--- src/rtl/sync_char_tx_pkg.sv ---
package sync_char_tx_pkg;

  typedef enum logic [1:0] {
    SRC_SYN = 2'd0,
    SRC_DLE = 2'd1,
    SRC_THR = 2'd2
  } char_src_e;

endpackage

--- src/rtl/sync_char_tx_hold.sv ---
module sync_char_tx_hold #(
  parameter int DW = 8
) (
  input  logic          clk_i,
  input  logic          rst_ni,
  input  logic          en_i,
  input  logic          wr_i,
  input  logic [DW-1:0] wr_data_i,
  input  logic          take_i,
  output logic          full_o,
  output logic [DW-1:0] data_o,
  output logic          empty_o
);

  logic          full_q;
  logic [DW-1:0] data_q;

  always_ff @(posedge clk_i or negedge rst_ni) begin
    if (!rst_ni) begin
      full_q <= 1'b0;
      data_q <= '0;
    end else if (!en_i) begin
      full_q <= 1'b0;
    end else if (wr_i) begin
      // a write in the take cycle refills the register
      full_q <= 1'b1;
      data_q <= wr_data_i;
    end else if (take_i) begin
      full_q <= 1'b0;
    end
  end

  assign full_o  = full_q;
  assign data_o  = data_q;
  assign empty_o = en_i & ~full_q;


  wr_clears_empty_chk: assert property (@(posedge clk_i) disable iff (!rst_ni)
    en_i && wr_i |=> !empty_o);


  take_sets_empty_chk: assert property (@(posedge clk_i) disable iff (!rst_ni)
    en_i && take_i && !wr_i |=> empty_o || !en_i);

endmodule

--- src/rtl/sync_char_tx_seq.sv ---
module sync_char_tx_seq
  import sync_char_tx_pkg::*;
(
  input  logic      clk_i,
  input  logic      rst_ni,
  input  logic      en_i,
  input  logic      transp_i,
  input  logic      fdle_i,
  input  logic      thr_full_i,
  input  logic      boundary_i,
  output char_src_e src_o,
  output logic      take_o
);

  logic armed_q, dle_done_q, syn_pend_q;
  logic set_done, clr_done, set_arm, set_pend;

  always_comb begin
    src_o    = SRC_SYN;
    take_o   = 1'b0;
    set_done = 1'b0;
    clr_done = 1'b0;
    set_arm  = 1'b0;
    set_pend = 1'b0;
    if (boundary_i) begin
      if (syn_pend_q) begin
        src_o = SRC_SYN;
      end else if (thr_full_i && transp_i && fdle_i && !dle_done_q) begin
        src_o    = SRC_DLE;
        set_done = 1'b1;
        set_arm  = 1'b1;
      end else if (thr_full_i) begin
        src_o    = SRC_THR;
        take_o   = 1'b1;
        clr_done = 1'b1;
      end else if (transp_i && armed_q) begin
        src_o    = SRC_DLE;
        set_pend = 1'b1;
      end
    end
  end

  always_ff @(posedge clk_i or negedge rst_ni) begin
    if (!rst_ni) begin
      armed_q    <= 1'b0;
      dle_done_q <= 1'b0;
      syn_pend_q <= 1'b0;
    end else if (!en_i) begin
      armed_q    <= 1'b0;
      dle_done_q <= 1'b0;
      syn_pend_q <= 1'b0;
    end else begin
      if (set_pend)        syn_pend_q <= 1'b1;
      else if (boundary_i) syn_pend_q <= 1'b0;
      if (!transp_i)       armed_q <= 1'b0;
      else if (set_arm)    armed_q <= 1'b1;
      if (!transp_i)       dle_done_q <= 1'b0;
      else if (set_done)   dle_done_q <= 1'b1;
      else if (clr_done)   dle_done_q <= 1'b0;
    end
  end

  // a forced DLE keeps its character waiting in the holding register
  fdle_holds_char_chk: assert property (@(posedge clk_i) disable iff (!rst_ni)
    en_i && dle_done_q |-> thr_full_i);


  arm_needs_transp_chk: assert property (@(posedge clk_i) disable iff (!rst_ni)
    $rose(armed_q) |-> $past(transp_i));

endmodule

--- src/rtl/sync_char_tx_frame.sv ---
module sync_char_tx_frame
  import sync_char_tx_pkg::*;
#(
  parameter int DW    = 8,
  parameter int CNT_W = 4
) (
  input  char_src_e        src_i,
  input  logic [DW-1:0]    thr_data_i,
  input  logic [DW-1:0]    syn_i,
  input  logic [DW-1:0]    dle_i,
  input  logic [1:0]       len_sel_i,
  input  logic             par_en_i,
  input  logic             par_odd_i,
  output logic [DW:0]      word_o,
  output logic [CNT_W-1:0] nbits_o
);

  logic [DW-1:0]    raw, mask, data;
  logic [CNT_W-1:0] ndata;

  assign ndata = CNT_W'(DW) - CNT_W'(len_sel_i);

  for (genvar i = 0; i < DW; i++) begin : g_mask
    assign mask[i] = (CNT_W'(i) < ndata);
  end

  always_comb begin
    unique case (src_i)
      SRC_THR: raw = thr_data_i;
      SRC_DLE: raw = dle_i;
      default: raw = syn_i;
    endcase
    data   = raw & mask;
    word_o = {1'b0, data};
    if (par_en_i) word_o[ndata] = (^data) ^ par_odd_i;
    nbits_o = ndata + CNT_W'(par_en_i);
  end

endmodule

--- src/rtl/sync_char_tx_shift.sv ---
module sync_char_tx_shift #(
  parameter int DW    = 8,
  parameter int CNT_W = 4
) (
  input  logic             clk_i,
  input  logic             rst_ni,
  input  logic             en_i,
  input  logic             bit_en_i,
  input  logic [DW:0]      word_i,
  input  logic [CNT_W-1:0] nbits_i,
  output logic             boundary_o,
  output logic             txd_o
);

  logic [DW:0]      sreg_q;
  logic [CNT_W-1:0] remain_q;

  assign boundary_o = en_i & bit_en_i & (remain_q <= CNT_W'(1));

  always_ff @(posedge clk_i or negedge rst_ni) begin
    if (!rst_ni) begin
      txd_o    <= 1'b1;
      sreg_q   <= '0;
      remain_q <= '0;
    end else if (!en_i) begin
      txd_o    <= 1'b1;
      sreg_q   <= '0;
      remain_q <= '0;
    end else if (bit_en_i) begin
      if (boundary_o) begin
        txd_o    <= word_i[0];
        sreg_q   <= word_i >> 1;
        remain_q <= nbits_i;
      end else begin
        txd_o    <= sreg_q[0];
        sreg_q   <= sreg_q >> 1;
        remain_q <= remain_q - CNT_W'(1);
      end
    end
  end


  mark_when_off_chk: assert property (@(posedge clk_i) disable iff (!rst_ni)
    !en_i |=> txd_o);


  frame_len_chk: assert property (@(posedge clk_i) disable iff (!rst_ni)
    remain_q <= CNT_W'(DW + 1));

endmodule

--- src/rtl/sync_char_tx.sv ---
module sync_char_tx
  import sync_char_tx_pkg::*;
#(
  parameter int DW = 8
) (
  input  logic          clk_i,
  input  logic          rst_ni,
  input  logic          tx_en_i,
  input  logic          bit_en_i,
  input  logic          wr_i,
  input  logic [DW-1:0] wr_data_i,
  input  logic [DW-1:0] syn_i,
  input  logic [DW-1:0] dle_i,
  input  logic [1:0]    len_sel_i,
  input  logic          par_odd_i,
  input  logic          transp_i,
  input  logic          pe_fdle_i,
  output logic          txd_o,
  output logic          thr_empty_o,
  output logic          dreq_o
);

  localparam int CNT_W = $clog2(DW + 2);

  logic             thr_full, take, boundary;
  logic [DW-1:0]    thr_data;
  logic [DW:0]      word;
  logic [CNT_W-1:0] nbits;
  char_src_e        src;

  sync_char_tx_hold #(.DW(DW)) u_hold (
    .clk_i     (clk_i),
    .rst_ni    (rst_ni),
    .en_i      (tx_en_i),
    .wr_i      (wr_i),
    .wr_data_i (wr_data_i),
    .take_i    (take),
    .full_o    (thr_full),
    .data_o    (thr_data),
    .empty_o   (thr_empty_o)
  );

  sync_char_tx_seq u_seq (
    .clk_i      (clk_i),
    .rst_ni     (rst_ni),
    .en_i       (tx_en_i),
    .transp_i   (transp_i),
    .fdle_i     (pe_fdle_i),
    .thr_full_i (thr_full),
    .boundary_i (boundary),
    .src_o      (src),
    .take_o     (take)
  );

  sync_char_tx_frame #(.DW(DW), .CNT_W(CNT_W)) u_frame (
    .src_i      (src),
    .thr_data_i (thr_data),
    .syn_i      (syn_i),
    .dle_i      (dle_i),
    .len_sel_i  (len_sel_i),
    .par_en_i   (pe_fdle_i & ~transp_i),
    .par_odd_i  (par_odd_i),
    .word_o     (word),
    .nbits_o    (nbits)
  );

  sync_char_tx_shift #(.DW(DW), .CNT_W(CNT_W)) u_shift (
    .clk_i      (clk_i),
    .rst_ni     (rst_ni),
    .en_i       (tx_en_i),
    .bit_en_i   (bit_en_i),
    .word_i     (word),
    .nbits_i    (nbits),
    .boundary_o (boundary),
    .txd_o      (txd_o)
  );

  assign dreq_o = thr_empty_o;


  dreq_drops_on_wr_chk: assert property (@(posedge clk_i) disable iff (!rst_ni)
    tx_en_i && wr_i |=> !dreq_o);

endmodule

--- config.mk ---
export PLATFORM = sky130hd
export DESIGN_NAME = sync_char_tx
export DESIGN_NICKNAME = d
export VERILOG_FILES = /design/src/rtl/sync_char_tx_pkg.sv /design/src/rtl/sync_char_tx_hold.sv /design/src/rtl/sync_char_tx_seq.sv /design/src/rtl/sync_char_tx_frame.sv /design/src/rtl/sync_char_tx_shift.sv /design/src/rtl/sync_char_tx.sv
export SDC_FILE = /design/constraint.sdc
export NUM_CORES = 1
export LEC_CHECK = 0
export BUFFER_PORTS_ARGS = -buffer_cell sky130_fd_sc_hd__buf_2
export CORE_ASPECT_RATIO = 0.7
export CORE_MARGIN = 3
export CORE_UTILIZATION = 51
export CTS_BUF_LIST = sky130_fd_sc_hd__clkbuf_8
export DETAILED_ROUTE_END_ITERATION = 16
export PLACE_DENSITY_LB_ADDON = 0.08
export SLEW_MARGIN = 20
export SYNTH_ARGS = -nofsm -noshare
export SYNTH_HDL_FRONTEND = slang
export SYNTH_SLANG_ARGS = --single-unit
--- constraint.sdc ---
create_clock -name clk_i -period 3.6 [get_ports clk_i]
set_input_delay 0.36 -clock clk_i [delete_from_list [all_inputs] [get_ports clk_i]]
set_output_delay 0.36 -clock clk_i [all_outputs]
set_load 0.02 [all_outputs]
## Word-level counts from Yosys, hierarchy flattened

Index checks and enable logic that the tools add are counted.
Widths: inputs -> output; s select.

- Input bits: 34
- Output and inout bits: 3
- Register bits: 26

- Add/subtract/negate cells: 3
- Bitwise gates (word level): 8
- $lt $le $gt $ge: 11
- Reduce and logical (&&, ||, !) cells: 8
- Equal/unequal tests: 7
- Mux-type cells: 43

Operators by type and width:

| kind | count |
|---|---|
| $mux 1 | 29 |
| $mux 9 | 3 |
| $lt 3x4->1 const A | 4 |
| $pmux 8 s2 | 1 |
| $mux 4 | 3 |
| $bwmux 9 | 1 |
| $and 8x8->8 | 1 |
| $lt 1x4->1 const A | 2 |
| $lt 2x4->1 const A | 2 |
| $mux 2 | 4 |
| $mux 8 | 1 |
| $reduce_xor 8->1 | 1 |
| $ne 3x1->1 const B | 2 |
| $logic_and 1x1->1 | 5 |
| $lt 4x5->1 const B | 1 |
| $add 4x1->4 | 1 |
| $and 1x1->1 | 4 |
| $demux 1 s4 | 1 |
| $ge 4x1->1 const B | 1 |
| $le 4x1->1 const B | 1 |
| $ne 4x2->1 const B | 1 |
| $sub 4x1->4 const B | 1 |
| $sub 4x2->4 const A | 1 |
| $ne 3x2->1 const B | 1 |
| other kinds (7) | 8 |

## Longest topological paths before layout

Gate-level depths: netlist of run 1.

- Depth in word-level cells: 16
- Gate-level depth with buffers: 14

## Modules after synthesis

From an unflattened synthesis of run 1, not the netlist that was laid out.

- Cell total of the unflattened synthesis: 184
- Area, all modules: 1699.1 um^2

By module, submodules not included:

| module | instances | area each (um^2) | cells an instance |
|---|---|---|---|
| sync_char_tx_shift | 1 | 695.7 | 82 |
| sync_char_tx_frame | 1 | 456.7 | 60 |
| sync_char_tx_hold | 1 | 341.6 | 21 |
| sync_char_tx_seq | 1 | 183.9 | 19 |
| sync_char_tx | 1 | 21.3 | 2 |

## Least setup slack after synthesis of run 1

Ideal clock, no wire load.

- Path kind: register -> register
- Start: register u_shift.remain_q[0]
- End: register u_shift.sreg_q[3]
- Library setup time: 0.110 ns
- Arrival: 3.304 ns
- Path slack: 0.185 ns
- Cell stages (with the launch flop): 14
- Data required time: 3.490 ns
- Cell sequence: dfrtp_1 -> inv_1 -> ha_1 -> o2111ai_1 -> nor3b_1 -> nand2_1 -> ha_1 -> buf_4 -> a221o_1 -> o21ai_1 -> xor2_1 -> xnor3_1 -> xnor2_1 -> o41ai_1

- Longest elaborated chain between the ends: 13

Ends and longest elaborated chain:

| item | line | source |
|---|---|---|
| from (decl) | sync_char_tx_shift.sv:16 | `logic [CNT_W-1:0] remain_q;` |
| from (signal assigned) | sync_char_tx_shift.sv:33 | `remain_q <= nbits_i;` |
| from (signal assigned) | sync_char_tx_shift.sv:37 | `remain_q <= remain_q - CNT_W'(1);` |
| $le 4x1->1 (*) | sync_char_tx_shift.sv:18 | `assign boundary_o = en_i & bit_en_i & (remain_q <= CNT_W'(1));` |
| $and 1x1->1 (*) | sync_char_tx_shift.sv:18 |  |
| $mux 2 | sync_char_tx_seq.sv:25 | `if (boundary_i) begin` |
| $eq 2x1->1 / $eq 2x2->1 (equally long branches) | sync_char_tx_frame.sv:28 | `unique case (src_i)` |
| $pmux 8 s2 | sync_char_tx_frame.sv:28 |  |
| $and 8x8->8 | sync_char_tx_frame.sv:33 | `data = raw & mask;` |
| $reduce_xor 8->1 | sync_char_tx_frame.sv:35 | `if (par_en_i) word_o[ndata] = (^data) ^ par_odd_i;` |
| $xor 1x1->1 | sync_char_tx_frame.sv:35 |  |
| $bwmux 9 | sync_char_tx_frame.sv:35 |  |
| $mux 9 | sync_char_tx_frame.sv:35 |  |
| $mux 8 (*) | sync_char_tx_shift.sv:30 | `if (boundary_o) begin` |
| $mux 9 (*) | sync_char_tx_shift.sv:29 | `end else if (bit_en_i) begin` |
| $mux 9 (*) | sync_char_tx_shift.sv:25 | `end else if (!en_i) begin` |
| to (signal assigned) | sync_char_tx_shift.sv:32 | `sreg_q <= word_i >> 1;` |
| to (signal assigned) | sync_char_tx_shift.sv:36 | `sreg_q <= sreg_q >> 1;` |
| to (decl) | sync_char_tx_shift.sv:15 | `logic [DW:0] sreg_q;` |

Mark *: on every way between the ends. The rest lies on a longest branch, timed or not. The select of a mux whose other input is x is not followed.
A chain may end at the register's enable or synchronous reset.

## Final worst setup path of run 1

- Start: register u_shift.remain_q[0]
- End: register u_shift.sreg_q[7]

Same word-level chain as after synthesis.

==> results of run 1 <==
## per-stage QoR
stage,setup WS [ns],total power [mW],std cells
after floorplan,0.1853,0.5269,192
after global placement,0.3256,0.5924,271
after detailed placement,0.1982,0.6062,271
after CTS,0.1652,0.7768,275
after global routing,0.09261,0.8306,275
final,0.2982,0.7768,275
## final timing paths
path                                           from                 to  slack, ns  cells after the start
worst max register to register  u_shift.remain_q[0]  u_shift.sreg_q[7]       0.30                     13
worst min-delay path                         rst_ni      u_seq.armed_q       0.07                      1
worst min register to register        u_seq.armed_q      u_seq.armed_q       0.51                      2
max in group asynchronous                    rst_ni   u_hold.data_o[7]       3.14                      1
min in group clk_i                     wr_data_i[1]   u_hold.data_o[1]       0.31                      2
worst max-delay path            u_shift.remain_q[0]  u_shift.sreg_q[7]       0.30                     13
## per-layer routing
metal,up-vias,GRT usage
met5,-,0
met4,0,0.03299
met3,2,0.04854
met2,48,0.3660
met1,767,0.2902
li1,749,-
## area by class of cell
class | count | area [µm²]
Clock buffer | 3 | 41.29
Clock inverter | 1 | 5.005
Fill cell | 295 | 1176
Inverter | 18 | 67.56
Multi-Input combinational cell | 138 | 1067
Sequential cell | 25 | 626.9
Tap cell | 47 | 58.81
Timing Repair Buffer | 43 | 232.7
## repair_timing
action                                  in CTS  in global routing
hold endpoints to repair                     0                  0
resized for setup                            0                  5
endpoints found under the setup margin       0                  5
hold buffers                                 0                  0
## critical path, cell delays in order, from the launching register on
cell                        delay (ns)
sky130_fd_sc_hd__dfrtp_1          0.38
sky130_fd_sc_hd__inv_1            0.10
sky130_fd_sc_hd__ha_1             0.26
sky130_fd_sc_hd__o2111ai_1        0.30
sky130_fd_sc_hd__nor3b_2          0.09
sky130_fd_sc_hd__nand2_1          0.12
sky130_fd_sc_hd__inv_1            0.05
sky130_fd_sc_hd__ha_1             0.30
sky130_fd_sc_hd__a221o_1          0.36
sky130_fd_sc_hd__o21ai_1          0.12
sky130_fd_sc_hd__xor2_1           0.21
sky130_fd_sc_hd__xnor3_1          0.43
sky130_fd_sc_hd__xnor2_1          0.17
sky130_fd_sc_hd__o32ai_1          0.30
## layout by cell type, fill, tap and decap left out, types with 4 or more instances in the layout
cell type                 count
sky130_fd_sc_hd__nand2_1     27
sky130_fd_sc_hd__o22ai_1      7
sky130_fd_sc_hd__dfrtp_1     24
sky130_fd_sc_hd__buf_2       36
sky130_fd_sc_hd__buf_4        7
sky130_fd_sc_hd__o21ai_0      7
sky130_fd_sc_hd__nand3_1      7
sky130_fd_sc_hd__inv_1       17
sky130_fd_sc_hd__nor2b_1      7
sky130_fd_sc_hd__xor2_1       6
sky130_fd_sc_hd__nor2_1       7
sky130_fd_sc_hd__mux2_2       8
sky130_fd_sc_hd__a22oi_1      4
sky130_fd_sc_hd__ha_1        11
## state kept, by name, summed over array words and instances (netlist names)
register	cells
u_shift.remain_q	4
u_hold.data_o	8
u_seq.dle_done_q	1
u_shift.txd_o	1
u_seq.armed_q	1
u_shift.sreg_q	8
u_hold.full_o	1
u_seq.syn_pend_q	1
## where the power goes
group | switching [mW] | leakage [nW] | internal (mW)
combinational | 0.147 | 0.623 | 0.124
clock | 0.0922 | 0.0255 | 0.0775
sequential | 0.0210 | 0.321 | 0.315
total | 0.260 | 0.970 | 0.517
## cells by family after synthesis
kind of cell | count (synthesis)
AOI/OAI and AO/OA | 49
xor gates and xnor gates | 12
buffers and inverters | 29
adders and majority gates | 13
muxes | 10
and+or+nand+nor | 54
DFF | 25
==> flow_summary.yaml, run 1 <==
clock_network:
  clock_latency_ns: 0.27
  cts_tree: "yes"
  tritoncts.num_buffers: 3
  cts.root.buffer_cell: "sky130_fd_sc_hd__clkbuf_8"
  cts_setup_buffers: 0
  clkSinkCount: 25
  cts-htree-levels: 1
  worst_path_clk_slew_ns: 0.09
  cts.path.max_buffers: 2
synth:
  synthCells: 192
  post_synth_mux_area_share: 0.06098
  synth_seq_area_share: 0.3472
  synth.cell_area_mm2: 0.001805
  synth.ff_latch_count: 25
  synth-adder-area-share: 0.09425
  synth-xor-area-share: 0.08177
  synth-edff-count: 0
  yosys.cell_types.count: 46
  yosysWarnings: 0
  synthTopCellsByCount: "sky130_fd_sc_hd__nand2_1 (27), sky130_fd_sc_hd__dfrtp_1 (24), sky130_fd_sc_hd__inv_1 (17)"
  synth_top_family_by_area: "compound AO/OA/AOI/OAI gates"
  post-synth-top-count-cell: "sky130_fd_sc_hd__nand2_1"
  synthDominantCellAreaShare: 0.3326
  mappedNetlistNets: 239
  netlist.top_cell.by_area: "sky130_fd_sc_hd__dfrtp_1"
  synth_area_leaders: "sky130_fd_sc_hd__dfrtp_1 (33%), sky130_fd_sc_hd__ha_1 (8.3%), sky130_fd_sc_hd__nand2_1 (5.6%), sky130_fd_sc_hd__mux2_2 (5.0%), sky130_fd_sc_hd__inv_1 (3.5%)"
  synth_top_flop_cell: "sky130_fd_sc_hd__dfrtp_1"
  synthesis.area_per_instance_um2: 9.404
  simple_logic_cell_fraction_of_the_synthesized_area: 0.1344
  async_flop_share: 1.000
  synth_compound_area_frac: 0.2086
routing:
  drt-pass1-iter-count: 4
  top_layer: "met4"
  wirelength_routed_um: 4271
  drcViolationCount: 0
  route.detailed.wl_per_inst_um: 15.53
  drt-vias-per-instance: 5.695
  met1_length_um: 1927
  met3RoutedLength_um: 225
  drt_first_iter_violations: 119
  num_vias: 1566
  route.met2.wl_um: 2105
  detail-route-antenna-nets: 0
grt:
  gr-usage-all-layers: 0.2163
  first_pass_grt_wire_length_um: 7479
  maximum_number_of_pins_on_one_net_before_global_route_repair: 27
  grt_overflow_total: 0
  antenna_found_initial: 0
  first_global_vias: 1632
timing:
  final.min_clock_period_ns: 3.302
  timing.final.crit_share: 0.9172
  timing.final.setup_violations: 0
  finalClockSkew_ns: 0.001535
  timing.hold.ws_ns: 0.07412
  timing.max_slew.rel_slack: 0.4858
  achievable_clock_frequency_ghz: 0.3029
  rsz0062_at_grt: "false"
  setup_tns_ns: 0
  tightestPinTransition_ns: 0.7654
  timing.final.max_slew_violations: 0
  finalHoldViolations: 0
hold_path:
  class_of_the_tightest_hold_or_removal_check: "in2async"
finish:
  antenna-diode-count: 0
  final_net_count: 276
  post_layout_instance_area_mm2: 0.002100
  post-route-util: 0.6409
  layout-drive-gt1-share: 0.3070
  syn_to_final_growth_pct: 16.29
worst_setup_path:
  timing_worst_setup_path_type: "reg2reg"
  worstPathArrival_ns: 3.47
  cp-end-kind: "flip-flop"
  setup.worst_path.start_class: "flip-flop"
  required_ns: 3.77
  critPathMaxFanout: 8
placed_design:
  dpl.hpwl_um: 3380
  post_place_cell_area_mm2: 0.002033
  port_buffers: 36
  finalWeightedCongestion: 0.8468
status:
  run_status: "finished, final reports clean"
pwr:
  leakage_nw: 0.9695
  vdd.ir_drop.worst_mv: 0.2977
  cell_area_power_density_mw_per_mm2: 370.0
die:
  standard_cell_row_count: 17
  fp.dieW_um: 77.12
  initial_core_utilization: 0.5512
  chipHeight_um: 55.78
  num_io_pins: 37
  dieArea_mm2: 0.004301
  core_area_mm2: 0.003276
job:
  maxCapViolCount: 0
Note: power is estimated with default switching activity, not from simulation.
==> inputs of run 2 (changes only) <==
--- a/config.mk
+++ b/config.mk
@@ -5,10 +5,11 @@
 export SDC_FILE = /design/constraint.sdc
 export NUM_CORES = 1
 export LEC_CHECK = 0
+export ABC_AREA = 1
 export BUFFER_PORTS_ARGS = -buffer_cell sky130_fd_sc_hd__buf_2
 export CORE_ASPECT_RATIO = 0.7
 export CORE_MARGIN = 3
-export CORE_UTILIZATION = 51
+export CORE_UTILIZATION = 59
 export CTS_BUF_LIST = sky130_fd_sc_hd__clkbuf_8
 export DETAILED_ROUTE_END_ITERATION = 16
 export PLACE_DENSITY_LB_ADDON = 0.08
==> constraint.sdc (replaced) <==
create_clock -name clk_i -period 3.9 [get_ports clk_i]
set_input_delay 0.39 -clock clk_i [delete_from_list [all_inputs] [get_ports clk_i]]
set_output_delay 0.39 -clock clk_i [all_outputs]
set_load 0.02 [all_outputs]
==> flow_summary.yaml, run 2 <==
worst_setup_path:
  r2r-end: "u_shift.sreg_q[5]"
  timing_worst_setup_path_type: "reg2reg"
  worst_path_largest_cell_delay_ns: 0.41
  worstReg2RegStart: "u_shift.remain_q[0]"
  required_ns: 4.07
  path_common_cell: "sky130_fd_sc_hd__nand2_1"
  critPathMaxFanout: 15
  setup.worst_path.start_class: "flip-flop"
  worstPathArrival_ns: 3.74
  timing.critical_path.slowest_stage_cell: "sky130_fd_sc_hd__dfrtp_1"
  worstSetupStartpoint: "u_shift.remain_q[0]"
  r2r_cells: 24
  cp-end-kind: "flip-flop"
  register_to_register_path_setup_slack_ns: 0.33
  critical_path.endpoint: "u_shift.sreg_q[5]"
  path_cells: "inv_1 > ha_1 > o211ai_1 > nor2_4 > inv_1 > nor3_1 > inv_1 > nor2_1 > inv_1 > ha_1 > inv_4 > or2_1 > nand2_2 > inv_1 > nand2_1 > nand2_1 > nand2_1 > nand2_2 > nand2_1 > nand3_2 > nand3_1 > nand2_1 > nand2_1 > nand2_1"
timing:
  setup_tns_ns: 0
  setup_ws_ns: 0.3327
  finalHoldViolations: 0
  timing.max_slew.rel_slack: 0.6192
  rsz0062_at_grt: "false"
  achievable_clock_frequency_ghz: 0.2803
  timing.final.setup_violations: 0
  finalClockSkew_ns: 0.004011
  timing.final.crit_share: 0.9147
  final.min_clock_period_ns: 3.567
  timing.final.max_slew_violations: 0
  tightestPinTransition_ns: 0.5687
grt:
  maximum_number_of_pins_on_one_net_before_global_route_repair: 26
  grt_overflow_total: 0
  first_pass_grt_wire_length_um: 6810
  gr-usage-all-layers: 0.2276
  first_global_vias: 1505
  antenna_found_initial: 0
die:
  chipHeight_um: 53.50
  fp.dieW_um: 73.86
  initial_core_utilization: 0.6463
  standard_cell_row_count: 16
  dieArea_mm2: 0.003952
  core_area_mm2: 0.002943
  num_io_pins: 37
routing:
  drt-vias-per-instance: 5.172
  drt-pass1-iter-count: 4
  detail-route-antenna-nets: 0
  drt_first_iter_violations: 125
  route.met2.wl_um: 1668
  wirelength_routed_um: 4185
  route.detailed.wl_per_inst_um: 12.42
  num_vias: 1743
  met3RoutedLength_um: 382
  top_layer: "met4"
  drcViolationCount: 0
  met1_length_um: 2115
synth:
  synthTopCellsByCount: "sky130_fd_sc_hd__nand2_1 (85), sky130_fd_sc_hd__inv_1 (40), sky130_fd_sc_hd__dfrtp_1 (24)"
  synth_area_leaders: "sky130_fd_sc_hd__dfrtp_1 (32%), sky130_fd_sc_hd__nand2_1 (17%), sky130_fd_sc_hd__ha_1 (7.9%), sky130_fd_sc_hd__inv_1 (7.9%), sky130_fd_sc_hd__mux2_2 (4.7%)"
  synth.cell_area_mm2: 0.001902
  synthCells: 265
  async_flop_share: 1.000
  synth.ff_latch_count: 25
  yosysWarnings: 0
  synth_seq_area_share: 0.3296
  synth_top_flop_cell: "sky130_fd_sc_hd__dfrtp_1"
  synthDominantCellAreaShare: 0.3158
  netlist.top_cell.by_area: "sky130_fd_sc_hd__dfrtp_1"
  yosys.cell_types.count: 31
  synth-edff-count: 0
  synthesis.area_per_instance_um2: 7.177
  mappedNetlistNets: 312
  post-synth-top-count-cell: "sky130_fd_sc_hd__nand2_1"
finish:
  finish.cell_count_without_fillers: 337
  antenna-diode-count: 0
  most_frequent_cells_in_the_layout: "sky130_fd_sc_hd__nand2_1 (85), sky130_fd_sc_hd__inv_1 (40), sky130_fd_sc_hd__buf_2 (36), sky130_fd_sc_hd__dfrtp_1 (24), sky130_fd_sc_hd__nor2_1 (21)"
  syn_to_final_growth_pct: 13.49
  final_net_count: 349
  leading_cell_type_in_the_layout_fill_and_taps_excluded: "sky130_fd_sc_hd__nand2_1"
  layout-drive-gt1-share: 0.2458
clock_network:
  cts.root.buffer_cell: "sky130_fd_sc_hd__clkbuf_8"
  worst_path_clk_slew_ns: 0.10
  cts-htree-levels: 1
  cts_hold_buffers: 0
  cts.path.max_buffers: 2
  tritoncts.num_buffers: 3
  clock_latency_ns: 0.28
  clkSinkCount: 25
  cts_tree: "yes"
placed_design:
  dpl.hpwl_um: 3359
  dp_worst_setup_slack_ns: 0.2917
  finalWeightedCongestion: 0.8635
  port_buffers: 36
  dpl.cell_count: 333
job:
  maxCapViolCount: 0
pwr:
  power.total_uw: 745.4
  vdd.ir_drop.worst_mv: 0.2628
  leakage_nw: 1.172
  cell_area_power_density_mw_per_mm2: 345.4
status:
  run_status: "finished, final reports clean"
hold_path:
  class_of_the_tightest_hold_or_removal_check: "in2async"
## run 2: changes by cell type in the layout (fill, tap and decap cells not counted), moves of 6 or more
cell,delta
sky130_fd_sc_hd__buf_4,-6
sky130_fd_sc_hd__nor2b_1,-7
sky130_fd_sc_hd__nor2_1,+14
sky130_fd_sc_hd__inv_1,+23
sky130_fd_sc_hd__nand2_1,+58
sky130_fd_sc_hd__nand3_2,+7
sky130_fd_sc_hd__nand2_2,+10
## run 2: logic make-up (layout without fill, tap and decap cells)
kind of cell,Yosys count,in the layout,share of synthesized area
simple gates,146,146,0.3461
buf+inv,49,85,0.1046
flops,25,25,0.3296
compound gates,23,23,0.07829
fa+ha+maj,13,13,0.08947
mux,8,8,0.04737
xor+xnor,1,1,0.004606
## run 2: how the worst min path moves through the flow
stage	endpoint	cells after the start	start
2_1_floorplan	u_hold.data_o[0]	0	rst_ni
3_5_place_dp	u_hold.data_o[6]	1	rst_ni
3_3_place_gp	u_hold.data_o[6]	1	rst_ni
5_1_grt	u_hold.data_o[6]	1	rst_ni
4_1_cts	u_hold.data_o[6]	1	rst_ni
6_report	u_hold.data_o[6]	1	rst_ni
## run 2: layer usage
layer | global-route usage | up-vias
met1 | 0.3368 | 759
li1 | - | 910
met5 | 0 | -
met2 | 0.3471 | 72
met4 | 0.03614 | 0
met3 | 0.04744 | 2
## run 2: power breakdown
part	internal, mW	switching (mW)	total, mW	leakage (nW)
Sequential	0.298	0.0221	0.320	0.319
Clock	0.0750	0.0927	0.168	0.0261
Combinational	0.0994	0.158	0.257	0.827
## run 2: final cells by class
| cell class | count | area [µm²] |
|---|---|---|
| Inverter | 44 | 167.7 |
| Sequential cell | 25 | 626.9 |
| Tap cell | 36 | 45.04 |
| Clock buffer | 3 | 41.29 |
| Multi-Input combinational cell | 191 | 1081 |
| Timing Repair Buffer | 37 | 187.7 |
| Clock inverter | 1 | 8.758 |
| Fill cell | 251 | 784.5 |
## run 2: timing repair
item	4_1_cts	5_1_grt
endpoints found under the setup margin	0	5
setup buffers	0	0
gates resized for setup	0	2
endpoints found under the hold margin	0	0
## run 2: worst max-delay path, delay by kind of cell (launching register included)
kind	cells	cell delay (ns)
flops	1	0.41
fa+ha+maj	2	0.60
buf+inv	6	0.55
simple gates	15	1.66
compound gates	1	0.26
## run 2: metrics by stage
stage	hold WS (ns)	cell area, µm²	util
global placement	0.4166	2101	0.7139
detailed placement	0.4177	2101	0.7139
CTS	0.1141	2151	0.7309
finish	0.09229	2158	0.7334
global route	0.1211	2158	0.7334
floorplan	0.09441	1902	-
